`config.mk`:
```
export PLATFORM = sky130hd
export DESIGN_NAME = regbus_xcvr
export DESIGN_NICKNAME = d
export VERILOG_FILES = /design/src/rtl/xcvr_pkg.sv /design/src/rtl/xcvr_cap_reg.sv /design/src/rtl/xcvr_sel_mux.sv /design/src/rtl/xcvr_drive_ctl.sv /design/src/rtl/regbus_xcvr.sv
export SDC_FILE = /design/constraint.sdc
export NUM_CORES = 1
export LEC_CHECK = 0
export BUFFER_PORTS_ARGS = -buffer_cell sky130_fd_sc_hd__buf_4
export CORE_ASPECT_RATIO = 1.4
export CORE_MARGIN = 3
export CORE_UTILIZATION = 48
export CTS_CLUSTER_DIAMETER = 30
export DETAILED_ROUTE_END_ITERATION = 12
export PLACE_DENSITY_LB_ADDON = 0.2
export SLEW_MARGIN = 30
export SYNTH_ARGS = -nofsm -noshare
export SYNTH_HDL_FRONTEND = slang
export SYNTH_SLANG_ARGS = --single-unit
```
`constraint.sdc`:
```
create_clock -name clk -period 1.9 [get_ports clk]
set_input_delay 0.285 -clock clk [delete_from_list [all_inputs] [get_ports clk]]
set_output_delay 0.285 -clock clk [all_outputs]
set_load 0.005 [all_outputs]
```
`src/rtl/xcvr_pkg.sv`:
```
package xcvr_pkg;

   // Which side of a lane group is being driven.
   typedef enum logic [1:0] {
      DRV_NONE = 2'b00,
      DRV_TO_A = 2'b01,
      DRV_TO_B = 2'b10
   } drive_e;

   function automatic drive_e decode_drive(input logic oe_n, input logic dir);
      if (oe_n)
         return DRV_NONE;
      else if (dir)
         return DRV_TO_B;
      else
         return DRV_TO_A;
   endfunction

endpackage

```
`src/rtl/xcvr_cap_reg.sv`:
```
module xcvr_cap_reg #(
   parameter int W = 8
) (
   input  logic         clk,
   input  logic         rst_n,
   input  logic         cap_i,
   input  logic [W-1:0] d_i,
   output logic [W-1:0] q_o
);

   generate
      if (W < 1) begin : g_bad_w
         $error("xcvr_cap_reg: W must be at least 1");
      end
   endgenerate

   logic         cap_q;
   logic         cap_rise;
   logic [W-1:0] hold_q;

   assign cap_rise = cap_i & ~cap_q;

   // During reset the strobe history follows the pin, so a strobe that is
   // already high when reset ends is not taken as a fresh rise.
   always_ff @(posedge clk) begin
      cap_q <= cap_i;
      if (!rst_n)
         hold_q <= '0;
      else if (cap_rise)
         hold_q <= d_i;
   end

   assign q_o = hold_q;

   AST_CAPTURE_ON_RISE: assert property (@(posedge clk) disable iff (!rst_n)
      $rose(cap_i) |=> (q_o == $past(d_i)));

   AST_HOLD_WITHOUT_RISE: assert property (@(posedge clk) disable iff (!rst_n)
      !$rose(cap_i) |=> $stable(q_o));

endmodule

```
`src/rtl/xcvr_sel_mux.sv`:
```
module xcvr_sel_mux #(
   parameter int W = 8
) (
   input  logic         sel_i,
   input  logic [W-1:0] live_i,
   input  logic [W-1:0] held_i,
   output logic [W-1:0] y_o
);

   generate
      if (W < 1) begin : g_bad_w
         $error("xcvr_sel_mux: W must be at least 1");
      end
   endgenerate

   // Single AND-OR level per bit, select fanned out directly: no decoded
   // intermediate state exists between the stored and live sources.
   genvar i;
   generate
      for (i = 0; i < W; i++) begin : g_bit
         assign y_o[i] = (live_i[i] & ~sel_i) | (held_i[i] & sel_i);
      end
   endgenerate

endmodule

```
`src/rtl/xcvr_drive_ctl.sv`:
```
module xcvr_drive_ctl #(
   parameter int W = 8
) (
   input  logic         oe_n_i,
   input  logic         dir_i,
   output logic [W-1:0] a_oe_o,
   output logic [W-1:0] b_oe_o
);

   import xcvr_pkg::*;

   generate
      if (W < 1) begin : g_bad_w
         $error("xcvr_drive_ctl: W must be at least 1");
      end
   endgenerate

   drive_e mode;

   always_comb begin
      mode   = decode_drive(oe_n_i, dir_i);
      a_oe_o = '0;
      b_oe_o = '0;
      unique case (mode)
         DRV_TO_A: a_oe_o = '1;
         DRV_TO_B: b_oe_o = '1;
         default:  ;
      endcase
   end

endmodule

```
`src/rtl/regbus_xcvr.sv`:
```
module regbus_xcvr #(
   parameter int LANE_W  = 8,
   parameter int NUM_GRP = 2,
   localparam int BUS_W  = LANE_W * NUM_GRP
) (
   input  logic               clk,
   input  logic               rst_n,
   input  logic [BUS_W-1:0]   a_in,
   input  logic [BUS_W-1:0]   b_in,
   input  logic [NUM_GRP-1:0] oe_n,
   input  logic [NUM_GRP-1:0] dir,
   input  logic [NUM_GRP-1:0] cap_ab,
   input  logic [NUM_GRP-1:0] cap_ba,
   input  logic [NUM_GRP-1:0] sel_ab,
   input  logic [NUM_GRP-1:0] sel_ba,
   output logic [BUS_W-1:0]   a_out,
   output logic [BUS_W-1:0]   a_oe,
   output logic [BUS_W-1:0]   b_out,
   output logic [BUS_W-1:0]   b_oe
);

   generate
      if (LANE_W < 1) begin : g_bad_lane
         $error("regbus_xcvr: LANE_W must be at least 1");
      end
      if (NUM_GRP < 1) begin : g_bad_grp
         $error("regbus_xcvr: NUM_GRP must be at least 1");
      end
   endgenerate

   logic [BUS_W-1:0] q_ab;
   logic [BUS_W-1:0] q_ba;

   genvar g;
   generate
      for (g = 0; g < NUM_GRP; g++) begin : g_grp
         localparam int LO = g * LANE_W;

         xcvr_cap_reg #(.W(LANE_W)) u_reg_ab (
            .clk   (clk),
            .rst_n (rst_n),
            .cap_i (cap_ab[g]),
            .d_i   (a_in[LO +: LANE_W]),
            .q_o   (q_ab[LO +: LANE_W])
         );

         xcvr_cap_reg #(.W(LANE_W)) u_reg_ba (
            .clk   (clk),
            .rst_n (rst_n),
            .cap_i (cap_ba[g]),
            .d_i   (b_in[LO +: LANE_W]),
            .q_o   (q_ba[LO +: LANE_W])
         );

         xcvr_sel_mux #(.W(LANE_W)) u_mux_b (
            .sel_i  (sel_ab[g]),
            .live_i (a_in[LO +: LANE_W]),
            .held_i (q_ab[LO +: LANE_W]),
            .y_o    (b_out[LO +: LANE_W])
         );

         xcvr_sel_mux #(.W(LANE_W)) u_mux_a (
            .sel_i  (sel_ba[g]),
            .live_i (b_in[LO +: LANE_W]),
            .held_i (q_ba[LO +: LANE_W]),
            .y_o    (a_out[LO +: LANE_W])
         );

         xcvr_drive_ctl #(.W(LANE_W)) u_drv (
            .oe_n_i (oe_n[g]),
            .dir_i  (dir[g]),
            .a_oe_o (a_oe[LO +: LANE_W]),
            .b_oe_o (b_oe[LO +: LANE_W])
         );

         AST_ONE_SIDE_DRIVEN: assert property (@(posedge clk) disable iff (!rst_n)
            !((|a_oe[LO +: LANE_W]) && (|b_oe[LO +: LANE_W])));

         AST_ISOLATED_RELEASE: assert property (@(posedge clk) disable iff (!rst_n)
            oe_n[g] |-> (a_oe[LO +: LANE_W] == '0 && b_oe[LO +: LANE_W] == '0));

         AST_DIR_DRIVES_B: assert property (@(posedge clk) disable iff (!rst_n)
            (!oe_n[g] && dir[g]) |-> (&b_oe[LO +: LANE_W]));

         AST_DIR_DRIVES_A: assert property (@(posedge clk) disable iff (!rst_n)
            (!oe_n[g] && !dir[g]) |-> (&a_oe[LO +: LANE_W]));

         AST_LIVE_TO_B: assert property (@(posedge clk) disable iff (!rst_n)
            !sel_ab[g] |-> (b_out[LO +: LANE_W] == a_in[LO +: LANE_W]));

         AST_STORED_TO_A: assert property (@(posedge clk) disable iff (!rst_n)
            sel_ba[g] |-> (a_out[LO +: LANE_W] == q_ba[LO +: LANE_W]));
      end
   endgenerate

endmodule

```
=== Word-level counts from Yosys, hierarchy flattened ===
Cells that the tools add are included.
W data, S select, Z words.

* Muxes and demuxes: 8
* Equality and inequality tests: 4
* Bitwise gates (word level): 108

{| class="wikitable"
|+ Operators by type and width
! kind !! count
|-
| $and A1 B1 Y1 || 68
|-
| $mux W8 || 4
|-
| $or A1 B1 Y1 || 32
|-
| $mux W2 || 4
|-
| $not A1 Y1 || 8
|-
| $eq A2 B1 Y1 const B || 2
|-
| $eq A2 B2 Y1 const B || 2
|}

* Word-level logic and storage cells: 128
* Register bits after elaboration: 36

=== Longest topological paths before layout ===
* Depth in word-level cells: 4
* Gate-level depth with buffers: 4
* Gate-level depth less buffers: 2

=== By module ===
Synthesis repeated with hierarchy kept, for this count alone.

* Cell total of the unflattened synthesis: 216
* Area, all modules: 2172.1 um^2

{| class="wikitable"
|+ By module, submodules not included
! module !! area each (um^2) !! seq. area each (um^2) !! cells an instance !! instances
|-
| xcvr_cap_reg || 350.3 || 180.2 || 37 || 4
|-
| xcvr_sel_mux || 131.4 || 0.0 || 9 || 4
|-
| xcvr_drive_ctl || 122.6 || 0.0 || 16 || 2
|}

=== Worst setup path before layout ===
OpenSTA, ideal clock, no wires.

* Path kind: in2out
* Start: input port dir[1]
* End: output port b_oe[10]
* Required time: 1.615 ns
* Slack: 0.779 ns
* Stages on the path: 2
* Buffers on the path: 1
* Arrival time: 0.836 ns
* Cells stage by stage: nor2b_1 > buf_4

* Cells in the longest elaborated chain, start to end: 4

{| class="wikitable"
|+ Ends and longest elaborated chain
! element !! RTL line !! text
|-
| from (decl) || regbus_xcvr.sv:11 || <nowiki>input logic [NUM_GRP-1:0] dir,</nowiki>
|-
| $mux W2 || xcvr_pkg.sv:13 || <nowiki>else if (dir)</nowiki>
|-
| $mux W2 || xcvr_pkg.sv:11 || <nowiki>if (oe_n)</nowiki>
|-
| $eq A2 B2 Y1 || xcvr_drive_ctl.sv:24 || <nowiki>unique case (mode)</nowiki>
|-
| $mux W8 || xcvr_drive_ctl.sv:24 ||
|-
| to (decl) || regbus_xcvr.sv:19 || <nowiki>output logic [BUS_W-1:0] b_oe</nowiki>
|}

Every way passes these cells.

=== Worst setup path after layout ===
* Start: register g_grp[0].u_reg_ba.hold_q[0]
* End: output port a_out[0]

* Cells in the longest elaborated chain, start to end: 2

{| class="wikitable"
|+ Ends and longest elaborated chain
! element !! RTL line !! text
|-
| from (decl) || xcvr_cap_reg.sv:19 || <nowiki>logic [W-1:0] hold_q;</nowiki>
|-
| from (signal assigned) || xcvr_cap_reg.sv:30 || <nowiki>hold_q <= d_i;</nowiki>
|-
| $and A1 B1 Y1 || xcvr_sel_mux.sv:21 || <nowiki>assign y_o[i] = (live_i[i] & ~sel_i) | (held_i[i] & sel_i);</nowiki>
|-
| $or A1 B1 Y1 || xcvr_sel_mux.sv:21 ||
|-
| to (decl) || regbus_xcvr.sv:16 || <nowiki>output logic [BUS_W-1:0] a_out,</nowiki>
|}

Every way passes these cells.

==> results.ini <==
[sta]
fin_crit_ns = 1.28
skew_ns = 0.00412
setup_viol = 0
relSlewSlack = 0.611
setup-tns-final_ns = 0
tightest_slew_ns = 0.583
clock.fmax_mhz = 781
finalHoldViolCount = 0
rsz0062_at_grt = false
post-route-period-util = 0.674
drv_slew = 0

[power_and_ir_drop]
vdd.ir_drop.worst_mv = 0.493
power.total_mw = 1.76
powerDensity_nw_per_um2 = 657
cellLeakagePower_nw = 1.29

[clock_network]
cts_resized = 0
cts_made_buffers = 5
clk_latency_ns = 0.28
clk_pin_slew_worst_paths_ns = 0.07
root_buffer = clkbuf_8
cts.htree.levels = 2
cts_buffer_depth = 2
postCtsSetupRepairBufs = 0
holdBufCountCts = 0
cts_sinks = 36
cts_tree = built

[global_routing]
grt_pass1_wl_um = 6270
gr-total-overflow = 0
track_usage = 0.157
grt_pass1_vias = 1564
grt_max_degree = 65
antenna_found_initial = 0

[logic_synthesis]
syn_nets = 261
synth_area_leaders = dfxtp_1 36%, mux2_2 18%, mux2i_1 16%
yosysWarningCount = 0
ys_ff_latch = 36
synth_area_um2 = 2030
synth_cell_types = 9
synth_most_common_cell = nand2_1
synthFlopType = dfxtp_1
async_reset_ff_frac = 0
syn_area_per_cell_um2 = 9.42
synth.yosys.seq_area_share = 0.356
yosys.area.top_type = dfxtp_1
synth_edf_count = 0
netlist_instances = 215
synth_commonest_cells = 64 x nand2_1, 36 x dfxtp_1, 32 x buf_4, 32 x mux2_2, 32 x mux2i_1
yosysTopAreaCellShare = 0.356

[floorplan]
initial_utilization = 0.508
io_pins = 110
dieWidth_um = 60.9
die_y_um = 82.9
dieArea_um2 = 5050
placeableCoreArea_um2 = 3990
fp-row-count = 27

[cells_and_area]
synthToLayoutAreaGrowth_pct = 32.2
stdcell_count = 336
post_route_cells_drive_above_1_share = 0.515
n_antenna_cell = 0
finalNetCount = 338
fillerInstances = 350

[setup_path]
r2r_slack_ns = 0.80
endpoint_kind = primary output
critPathLaunchType = flip-flop
reg2reg_to = g_grp[0].u_reg_ab.q_o[2]
cp.arrival_ns = 1.00
worstRegToRegCells = 3
path_max_fanout = 2
r2r-start = g_grp[0].u_reg_ab.cap_q
crit_end = a_out[0]
crit_type = flip-flop to primary output
required_ns = 1.62
crit_start = g_grp[0].u_reg_ba.q_o[0]

[route]
drtAntennaViolNets = 0
wl_met2_um = 2040
num_vias = 1663
drtIter0Drc = 24
m1WireLength_um = 1470
routed-wl-met3_um = 414
highest_layer = met4
wl_per_cell_um = 11.8
via_per_inst = 4.95
routed_wl_um = 3980
drc_errors = 0
dr.pass1.iters = 4

[status]
status = finished, final reports clean

[run]
drv_cap = 0

[placed_design]
dpl.hpwl_um = 3080
dp.cells = 328
io_buffers = 109
gp_congestion = 0.709

[min_path]
hold_class = primary input to flip-flop

[layer usage]
layer  vias up  GRT usage
met5         -          0
met4         0     0.0592
met3         5     0.0451
met2        76      0.295
met1       755      0.152
li1        827          -
[final cells by class]
| cell class | instances | area [µm²] | share of cell area |
|---|---|---|---|
| clock buffer | 8 | 90.1 | 0.0336 |
| timing repair buffer | 113 | 848 | 0.317 |
| sequential | 36 | 721 | 0.269 |
| tap | 43 | 53.8 | 0.0201 |
| multi-input combinational | 136 | 966 | 0.361 |
[metrics by stage]
step / area (µm²) / setup slack (ns) / util / hold slack (ns)
after detailed placement: 2590 / 0.630 / 0.649 / 0.400
after global placement: 2590 / 0.649 / 0.649 / 0.396
final: 2680 / 0.619 / 0.672 / 0.111
after global routing: 2680 / 0.571 / 0.672 / 0.0950
after floorplan: 2030 / 0.779 / - / 0.313
after CTS: 2680 / 0.603 / 0.672 / 0.0997
[worst min path at each step]
stage	from	endpoint	slack, ns	cells past startpoint
after detailed placement	cap_ba[1]	g_grp[1].u_reg_ba.cap_q	0.40	1
after global routing	cap_ba[0]	g_grp[0].u_reg_ba.cap_q	0.1	1
after floorplan	cap_ab[0]	g_grp[0].u_reg_ab.cap_q	0.31	0
after CTS	cap_ba[1]	g_grp[1].u_reg_ba.cap_q	0.1	1
final	cap_ba[0]	g_grp[0].u_reg_ba.cap_q	0.11	1
after global placement	cap_ba[0]	g_grp[0].u_reg_ba.cap_q	0.40	1
[critical path, cell delays in order (launching register included)]
cell	delay (ns)
dfxtp_1	0.31
mux2_2	0.27
buf_4	0.14
[placed cells by master (no fill, tap or decap)]
cell type,instances
buf_4,113
nand2_1,64
mux2i_1,32
nor2_1,2
nor2b_1,6
dfxtp_1,36
mux2_2,32
clkbuf_1,2
clkbuf_8,6
[registers in the layout (all words and copies together) (netlist names)]
| register | count |
|---|---|
| g_grp.u_reg_ab.q_o | 16 |
| g_grp.u_reg_ba.q_o | 16 |
| g_grp.u_reg_ab.cap_q | 2 |
| g_grp.u_reg_ba.cap_q | 2 |
[power breakdown]
group / switching, mW / total [mW] / internal [mW] / leakage, nW
Sequential: 0.0168 / 0.811 / 0.794 / 0.296
Clock: 0.253 / 0.548 / 0.296 / 0.0455
Combinational: 0.152 / 0.401 / 0.249 / 0.953
Total: 0.422 / 1.76 / 1.34 / 1.29
[logic make-up after synthesis]
family	Yosys count	share of synthesized area
and+or+nand+nor	72	0.141
DFF	36	0.356
muxes	64	0.336
buffers and inverters	43	0.167
Note: power is estimated with default switching activity, not from simulation.
